`src/rtl/armcmp_pkg.sv`:
```
package armcmp_pkg;

  // Comparison results handed from the datapath to the control
  typedef struct packed {
    logic aboveLevel;   // sample >  switching level
    logic belowLevel;   // sample <  switching level
    logic aboveUpper;   // sample >  level + guard
    logic belowLower;   // sample <  level - guard
  } cmpStrobes_t;

  // Decisions handed from the control to the output stage
  typedef struct packed {
    logic showField;    // field state the pin should show
    logic loadPin;      // pin may follow showField this cycle
  } pinStrobes_t;

endpackage

```
`src/rtl/armcmp_datapath.sv`:
```
module armcmp_datapath
  import armcmp_pkg::*;
#(
  parameter int SAMPLE_W = 10,
  parameter int GUARD_W  = 6
) (
  input  logic [SAMPLE_W-1:0] sampleIn,
  input  logic [SAMPLE_W-1:0] switchLevel,
  input  logic [GUARD_W-1:0]  guardOffset,
  output cmpStrobes_t         cmpOut
);

  // Two extra bits keep level +/- guard free of wrap-around
  localparam int EXT_W = SAMPLE_W + 2;

  logic signed [EXT_W-1:0] sampleExt;
  logic signed [EXT_W-1:0] levelExt;
  logic signed [EXT_W-1:0] guardExt;
  logic signed [EXT_W-1:0] upperGuard;
  logic signed [EXT_W-1:0] lowerGuard;

  always_comb begin
    sampleExt  = $signed({2'b00, sampleIn});
    levelExt   = $signed({2'b00, switchLevel});
    guardExt   = $signed({{(EXT_W-GUARD_W){1'b0}}, guardOffset});
    upperGuard = levelExt + guardExt;
    lowerGuard = levelExt - guardExt;
  end

  always_comb begin
    cmpOut.aboveLevel = sampleExt > levelExt;
    cmpOut.belowLevel = sampleExt < levelExt;
    cmpOut.aboveUpper = sampleExt > upperGuard;
    cmpOut.belowLower = sampleExt < lowerGuard;
  end

endmodule

```
`src/rtl/armcmp_control.sv`:
```
module armcmp_control
  import armcmp_pkg::*;
(
  input  logic        clk,
  input  logic        rst_n,
  input  logic        sampleValid,
  input  logic        visibleMode,
  input  logic        holdOut,
  input  cmpStrobes_t cmpIn,
  output pinStrobes_t pinCtl,
  output logic        fieldHigh,
  output logic        armed
);

  logic highNext;
  logic armNext;

  always_comb begin
    highNext = fieldHigh;
    armNext  = armed;
    if (sampleValid) begin
      if (visibleMode) begin
        armNext = 1'b1;
        if (!fieldHigh && cmpIn.aboveUpper)      highNext = 1'b1;
        else if (fieldHigh && cmpIn.belowLower)  highNext = 1'b0;
      end else if (armed) begin
        if (!fieldHigh && cmpIn.aboveLevel) begin
          highNext = 1'b1;
          armNext  = 1'b0;
        end else if (fieldHigh && cmpIn.belowLevel) begin
          highNext = 1'b0;
          armNext  = 1'b0;
        end
      end else if (cmpIn.aboveUpper || cmpIn.belowLower) begin
        armNext = 1'b1;
      end
    end
  end

  always_ff @(posedge clk or negedge rst_n) begin
    if (!rst_n) begin
      fieldHigh <= 1'b0;
      armed     <= 1'b1;
    end else begin
      fieldHigh <= highNext;
      armed     <= armNext;
    end
  end

  always_comb begin
    pinCtl.showField = highNext;
    pinCtl.loadPin   = !holdOut;
  end

  // A field change in concealed mode needs a prior arm and leaves the flag clear
  AST_SWITCH_NEEDS_ARM: assert property (@(posedge clk) disable iff (!rst_n)
    (fieldHigh != $past(fieldHigh)) && !$past(visibleMode) |-> $past(armed));
  AST_DISARM_AFTER_SWITCH: assert property (@(posedge clk) disable iff (!rst_n)
    (fieldHigh != $past(fieldHigh)) && !$past(visibleMode) |-> !armed);
  AST_VISIBLE_RISE_BAND: assert property (@(posedge clk) disable iff (!rst_n)
    $rose(fieldHigh) && $past(visibleMode) |-> $past(cmpIn.aboveUpper));
  AST_VISIBLE_FALL_BAND: assert property (@(posedge clk) disable iff (!rst_n)
    $fell(fieldHigh) && $past(visibleMode) |-> $past(cmpIn.belowLower));
  AST_INVALID_IGNORED: assert property (@(posedge clk) disable iff (!rst_n)
    !$past(sampleValid) |-> $stable(fieldHigh) && $stable(armed));

endmodule

```
`src/rtl/armcmp_output.sv`:
```
module armcmp_output
  import armcmp_pkg::*;
(
  input  logic        clk,
  input  logic        rst_n,
  input  pinStrobes_t pinCtl,
  input  logic        invertOut,
  output logic        outPullDown,
  output logic        switchEvent,
  output logic        eventRise,
  output logic        eventFall
);

  logic shownField;
  logic changeNow;

  always_comb changeNow = pinCtl.loadPin && (pinCtl.showField != shownField);

  always_ff @(posedge clk or negedge rst_n) begin
    if (!rst_n) begin
      shownField  <= 1'b0;
      switchEvent <= 1'b0;
      eventRise   <= 1'b0;
      eventFall   <= 1'b0;
    end else begin
      if (pinCtl.loadPin) shownField <= pinCtl.showField;
      switchEvent <= changeNow;
      eventRise   <= changeNow && pinCtl.showField;
      eventFall   <= changeNow && !pinCtl.showField;
    end
  end

  // Non-inverted: high field pulls the pin low
  always_comb outPullDown = invertOut ? !shownField : shownField;

  AST_EVENT_MATCHES_CHANGE: assert property (@(posedge clk) disable iff (!rst_n)
    switchEvent |-> shownField != $past(shownField));
  AST_RISE_DIRECTION: assert property (@(posedge clk) disable iff (!rst_n)
    eventRise |-> shownField && !eventFall);
  AST_HOLD_FREEZES: assert property (@(posedge clk) disable iff (!rst_n)
    !$past(pinCtl.loadPin) |-> $stable(shownField) && !switchEvent);

endmodule

```
`src/rtl/armed_hyst_cmp.sv`:
```
module armed_hyst_cmp
  import armcmp_pkg::*;
#(
  parameter int SAMPLE_W = 10,
  parameter int GUARD_W  = 6
) (
  input  logic                clk,
  input  logic                rst_n,
  input  logic [SAMPLE_W-1:0] sampleIn,
  input  logic                sampleValid,
  input  logic [SAMPLE_W-1:0] switchLevel,
  input  logic [GUARD_W-1:0]  guardOffset,
  input  logic                visibleMode,
  input  logic                invertOut,
  input  logic                holdOut,
  output logic                outPullDown,
  output logic                switchEvent,
  output logic                eventRise,
  output logic                eventFall
);

  cmpStrobes_t cmpBus;
  pinStrobes_t pinBus;
  logic        fieldHigh;
  logic        armed;

  armcmp_datapath #(.SAMPLE_W(SAMPLE_W), .GUARD_W(GUARD_W)) uDatapath (
    .sampleIn   (sampleIn),
    .switchLevel(switchLevel),
    .guardOffset(guardOffset),
    .cmpOut     (cmpBus)
  );

  armcmp_control uControl (
    .clk        (clk),
    .rst_n      (rst_n),
    .sampleValid(sampleValid),
    .visibleMode(visibleMode),
    .holdOut    (holdOut),
    .cmpIn      (cmpBus),
    .pinCtl     (pinBus),
    .fieldHigh  (fieldHigh),
    .armed      (armed)
  );

  armcmp_output uOutput (
    .clk        (clk),
    .rst_n      (rst_n),
    .pinCtl     (pinBus),
    .invertOut  (invertOut),
    .outPullDown(outPullDown),
    .switchEvent(switchEvent),
    .eventRise  (eventRise),
    .eventFall  (eventFall)
  );

  // The pin can only show a high field after the tracked state went high
  AST_PIN_FOLLOWS_FIELD: assert property (@(posedge clk) disable iff (!rst_n)
    eventRise |-> $past(fieldHigh) || fieldHigh);

endmodule

```
`config.mk`:
```
export PLATFORM = sky130hd
export DESIGN_NAME = armed_hyst_cmp
export DESIGN_NICKNAME = d
export VERILOG_FILES = /design/src/rtl/armcmp_pkg.sv /design/src/rtl/armcmp_datapath.sv /design/src/rtl/armcmp_control.sv /design/src/rtl/armcmp_output.sv /design/src/rtl/armed_hyst_cmp.sv
export SDC_FILE = /design/constraint.sdc
export NUM_CORES = 1
export LEC_CHECK = 0
export ABC_AREA = 1
export CORE_UTILIZATION = 45
export CTS_CLUSTER_DIAMETER = 30
export DETAILED_ROUTE_END_ITERATION = 12
export DONT_BUFFER_PORTS = 1
export SYNTH_ARGS = -nofsm -noshare
export SYNTH_HDL_FRONTEND = slang
export SYNTH_SLANG_ARGS = --single-unit
```
`constraint.sdc`:
```
create_clock -name clk -period 1.2 [get_ports clk]
set_input_delay 0.12 -clock clk [delete_from_list [all_inputs] [get_ports clk]]
set_output_delay 0.12 -clock clk [all_outputs]
set_load 0.03 [all_outputs]
```
=== Word level (Yosys, flattened, before mapping) ===
Index checks and enable logic that the tools add are counted.

* Equal/unequal tests: 1
* Add/subtract/negate cells: 2
* Multiplexer cells: 13
* $lt $le $gt $ge: 4
* Reductions and logical operators: 12

{| class="wikitable"
|+ Operator list
! cell !! number
|-
| 1-bit two-way mux || 13
|-
| 11-bit by 12-bit greater-than comparator with 1-bit output || 1
|-
| 11-bit by 12-bit < comparator with 1-bit output || 1
|-
| 10-bit by 6-bit adder with 11-bit output || 1
|-
| 10-bit by 6-bit subtractor with 11-bit output || 1
|-
| 10-bit greater-than comparator || 1
|-
| 10-bit < comparator || 1
|-
| 1-bit logical AND || 7
|-
| 1-bit zero test || 4
|-
| 1-bit logical OR || 1
|-
| 1-bit != test || 1
|}

* Output and inout port bits: 4
* Word-level logic and storage cells: 38
* Flip-flop bits (word level): 6

=== Longest topological paths before layout ===
* Depth in word-level cells: 10
* Mapped depth: 26

=== Modules after synthesis ===
A second synthesis with hierarchy kept.

* Cells, all modules: 281
* Area total of the unflattened synthesis: 1,825.5 um^2

{| class="wikitable"
|+ Modules (own cells, without submodules)
! module !! area an instance (um^2) !! cells each !! times used
|-
| armcmp_datapath || 1,520.2 || 240 || 1
|-
| armcmp_control || 152.6 || 26 || 1
|-
| armcmp_output || 152.6 || 15 || 1
|}

=== Worst setup path before layout ===
OpenSTA, ideal clock, no wires.

* Path kind: input -> register
* Start point: input port guardOffset[2]
* End point: register uOutput.shownField
* Data arrival time: 2,483 ps
* Required time: 1,083 ps
* Buffers on the path: 1
* Stages: 25
* Setup time: 117 ps
* Slack: -1,400 ps
* Cell sequence: inv_1 ha_1 buf_2 inv_1 a21oi_1 nand2_1 a21oi_1 o21bai_1 a21oi_1 o21ai_0 o21ai_0 ha_1 a21o_1 nor2_1 nand2_1 nand2_1 nand2_1 nand3_2 nand2_2 nand2_2 nand2_2 nand2_2 inv_2 nand2_2 nand2_1

* Longest elaborated chain between the ends: 7

{| class="wikitable"
|+ Ends and longest elaborated chain
! element !! RTL line !! RTL
|-
| start: declaration || armed_hyst_cmp.sv:12 || <nowiki>input logic [GUARD_W-1:0] guardOffset,</nowiki>
|-
| 10-bit by 6-bit subtractor with 11-bit output || armcmp_datapath.sv:27 || <nowiki>lowerGuard = levelExt - guardExt;</nowiki>
|-
| 11-bit by 12-bit < comparator with 1-bit output || armcmp_datapath.sv:34 || <nowiki>cmpOut.belowLower = sampleExt < lowerGuard;</nowiki>
|-
| 1-bit logical AND || armcmp_control.sv:25 || <nowiki>else if (fieldHigh && cmpIn.belowLower) highNext = 1'b0;</nowiki>
|-
| 1-bit two-way mux || armcmp_control.sv:25 ||
|-
| 1-bit two-way mux * || armcmp_control.sv:24 || <nowiki>if (!fieldHigh && cmpIn.aboveUpper) highNext = 1'b1;</nowiki>
|-
| 1-bit two-way mux * || armcmp_control.sv:22 || <nowiki>if (visibleMode) begin</nowiki>
|-
| 1-bit two-way mux * || armcmp_control.sv:21 || <nowiki>if (sampleValid) begin</nowiki>
|-
| named net uControl.highNext || armcmp_control.sv:15 || <nowiki>logic highNext;</nowiki>
|-
| end signal: assignment || armcmp_output.sv:26 || <nowiki>if (pinCtl.loadPin) shownField <= pinCtl.showField;</nowiki>
|-
| end: declaration || armcmp_output.sv:14 || <nowiki>logic shownField;</nowiki>
|}

Mark *: on every way through the listed nets, which the timed path passes. The rest lies on a longest branch.
A chain may end at the register's enable or synchronous reset.

=== Worst setup path after layout ===
Ends and elaborated chain as after synthesis.

==> results.cfg <==
[clocking]
clockBufferDepth = 2
worstSkewPairLatency_ns = 0.22
h-tree-depth = 1
cts_sinks = 6
cts_tree = yes
path_clk_slew_ns = 0.04
root_buffer = clkbuf_8
numCtsBuffers = 3

[final_layout]
antenna_cells = 0
multi_input_area_sq_um = 1490
nets = 353
areaGrowthSynthToFinish_pct = 29.2
fill_cells = 338
seqCellArea_sq_um = 151
final_util_pct = 62.9
drive_gt1_share_pct = 31.2
instances_no_fill = 322

[floorplan]
die_y_um = 63.0
die-area_sq_um = 3970
die_x_um = 63.0
initial_core_util_pct = 48.7
io_pins = 36
rows = 21
core_area_sq_um = 3440

[worst_setup_path]
critPathMaxStageDelay_ns = 0.28
worstPathArrival_ns = 2.44
cp_common_cell = nand2_2
cp-start-kind = input port
crit_path_top_delay_cell = ha_4
path_cells = inv_12, ha_4, inv_2, a21oi_2, nand2_2, a21oi_2, o21bai_2, a21oi_2, o21ai_1, o21ai_2, ha_1, a21o_1, nor2_1, nand2_1, nand2_1, nand2_1, nand3_2, nand2_2, nand2_2, nand2_2, nand2_2, inv_2, nand2_2, nand2_1
cp_num_buf_inv = 3
end_kind = register
worst-path-max-fanout = 5
path_delay_family = compound AO/OA/AOI/OAI gates
critPathKind = in2reg
cp.required_ns = 1.31

[detailed_routing]
wl_met3_um = 121
drtIter0Drc = 52
top_layer = met3
vias = 1564
via_per_inst = 4.86
wl_met1_um = 1870
ant_nets = 0
wl_met2_um = 1710
wl_per_cell_um = 11.5
drc = 0
dr.pass1.iters = 4
totalWireLength_um = 3700

[global_routing]
grt_pass1_wl_um = 6320
grt_pass1_vias = 1527
antenna_found_initial = 0
grt-ovfl-total = 0
grt_use_total_pct = 19.6
grt_max_degree = 7

[yosys]
synth.area.top_cells = ha_1 31%, nand2_1 11%, inv_1 9.2%
ys_types = 27
synth_edf_count = 0
avgSynthCellArea_sq_um = 6.90
synth_top_area_share_pct = 31.3
synth_flop_cell = dfrtp_1
yosys_warnings = 0
synth-seq-cells = 6
netlist_area_sq_um = 1680
syn_nets = 319
synthCells = 243
yosysTopAreaCell = ha_1
async_flop_share_pct = 100
seq_area_frac_synth_pct = 9.03

[timing]
worstMarginPinSlew_ns = 0.281
fin_skew_ns = 0.00487
fin_crit_sh_pct = 194
slew_headroom_pct = 81.3
timing.final.hold_violations = 0
setup_viol = 6
timing.hold.ws_ns = 0.0127
period_needed_ns = 2.33
rsz0062_at_grt = yes
maxSlewViolCount = 0
max_freq_mhz = 430
setup_slack_ns = -1.13

[flow_run]
cap_violations = 0

[power_and_ir_drop]
power.density_nw_per_um2 = 756
ir_worst_vdd_mv = 0.674
leakage_nw = 1.22
totalPowerFinal_mw = 1.64

[placement]
dp_hpwl_um = 3120
placed_cells = 312
routabilityCongestion = 0.778
portBuffers = 0

[worst_hold_path]
min_path_type = in2reg

[status]
status = finished with violations
violations = negative setup slack
-- final cells by class --
cell class	count	share of cell area [%]
Clock buffer	4	2.08
Inverter	45	8.84
Multi-Input combinational cell	190	68.6
Sequential cell	6	6.99
Tap cell	46	2.66
Timing Repair Buffer	31	10.9
-- per-layer routing --
layer  track usage [%]  vias to the layer above
met5                 0                        -
met4              2.91                        0
met3              2.74                        0
met2              34.0                       29
met1              25.8                      683
li1                  -                      852
-- cells by family after synthesis --
family | after synthesis | share of synthesized area, %
xor+xnor | 15 | 7.84
buf+inv | 47 | 10.6
simple gates | 94 | 26.0
fa+ha+maj | 44 | 33.7
flops | 6 | 9.03
compound gates | 37 | 12.8
-- cell usage after synthesis (2+ instances only) --
cell,count
nand3_1,10
a21oi_1,21
fa_1,2
inv_1,41
xor2_1,14
a21o_1,5
nand2_2,6
nor3_2,3
dfrtp_1,5
inv_2,4
nor2_1,17
o21ai_0,6
nand3_2,2
nand4_1,5
nand2_1,49
ha_1,42
-- power breakdown --
| group | leakage (nW) | internal (mW) | switching [mW] |
|---|---|---|---|
| combinational | 1.12 | 0.480 | 0.548 |
| sequential | 0.0733 | 0.238 | 0.0545 |
| clock | 0.0228 | 0.229 | 0.0888 |
| total | 1.22 | 0.947 | 0.692 |
-- cells in the final DEF, fill, tap and decap left out, drive strengths merged, types with 2 or more instances in the layout --
cell type / Yosys / final
nand2: 55 / 55
o21ai: 7 / 7
fa: 2 / 2
nand3: 12 / 12
nor3: 3 / 3
clkbuf: 1 / 4
ha: 42 / 42
nor2: 18 / 18
buf: 1 / 30
dfrtp: 5 / 5
a21oi: 22 / 22
a21o: 5 / 5
inv: 45 / 45
xor2: 14 / 14
nand4: 6 / 6
-- worst paths after layout --
path	slack (ns)	to	cells past startpoint	from
setup / recovery	-1.13	uOutput.shownField	24	guardOffset[2]
hold reg to reg	0.52	uControl.armed	2	uControl.armed
min in group asynchronous	0.20	uControl.fieldHigh	1	rst_n
hold / removal	0.01	uOutput.shownField	2	holdOut
setup reg to reg	-0.07	uOutput.shownField	7	uControl.armed
max in group asynchronous	0.72	uControl.armed	1	rst_n
-- stage by stage --
step                cell area [sq um]  setup WS [ns]  setup TNS (ns)
floorplan                        1710          -1.26           -7.19
global route                     2170          -1.29           -7.50
finish                           2170          -1.13           -6.52
CTS                              2120          -1.11           -6.41
detailed placement               1940          -1.53           -8.77
global placement                 1940          -1.50           -8.61
-- registers in the layout (all words and copies together) (netlist names) --
signal / flops
uControl.armed: 1
uControl.fieldHigh: 1
uOutput.eventFall: 1
uOutput.eventRise: 1
uOutput.shownField: 1
uOutput.switchEvent: 1
-- what timing repair did --
item | CTS | global route
gates resized for setup | 26 | 10
pin swaps | 35 | 4
setup endpoints to repair | 6 | 6
hold endpoints to repair | 6 | 0
buffers inserted | 5 | 0
hold buffers | 1 | 0
Power figures use the tool's default switching activity.
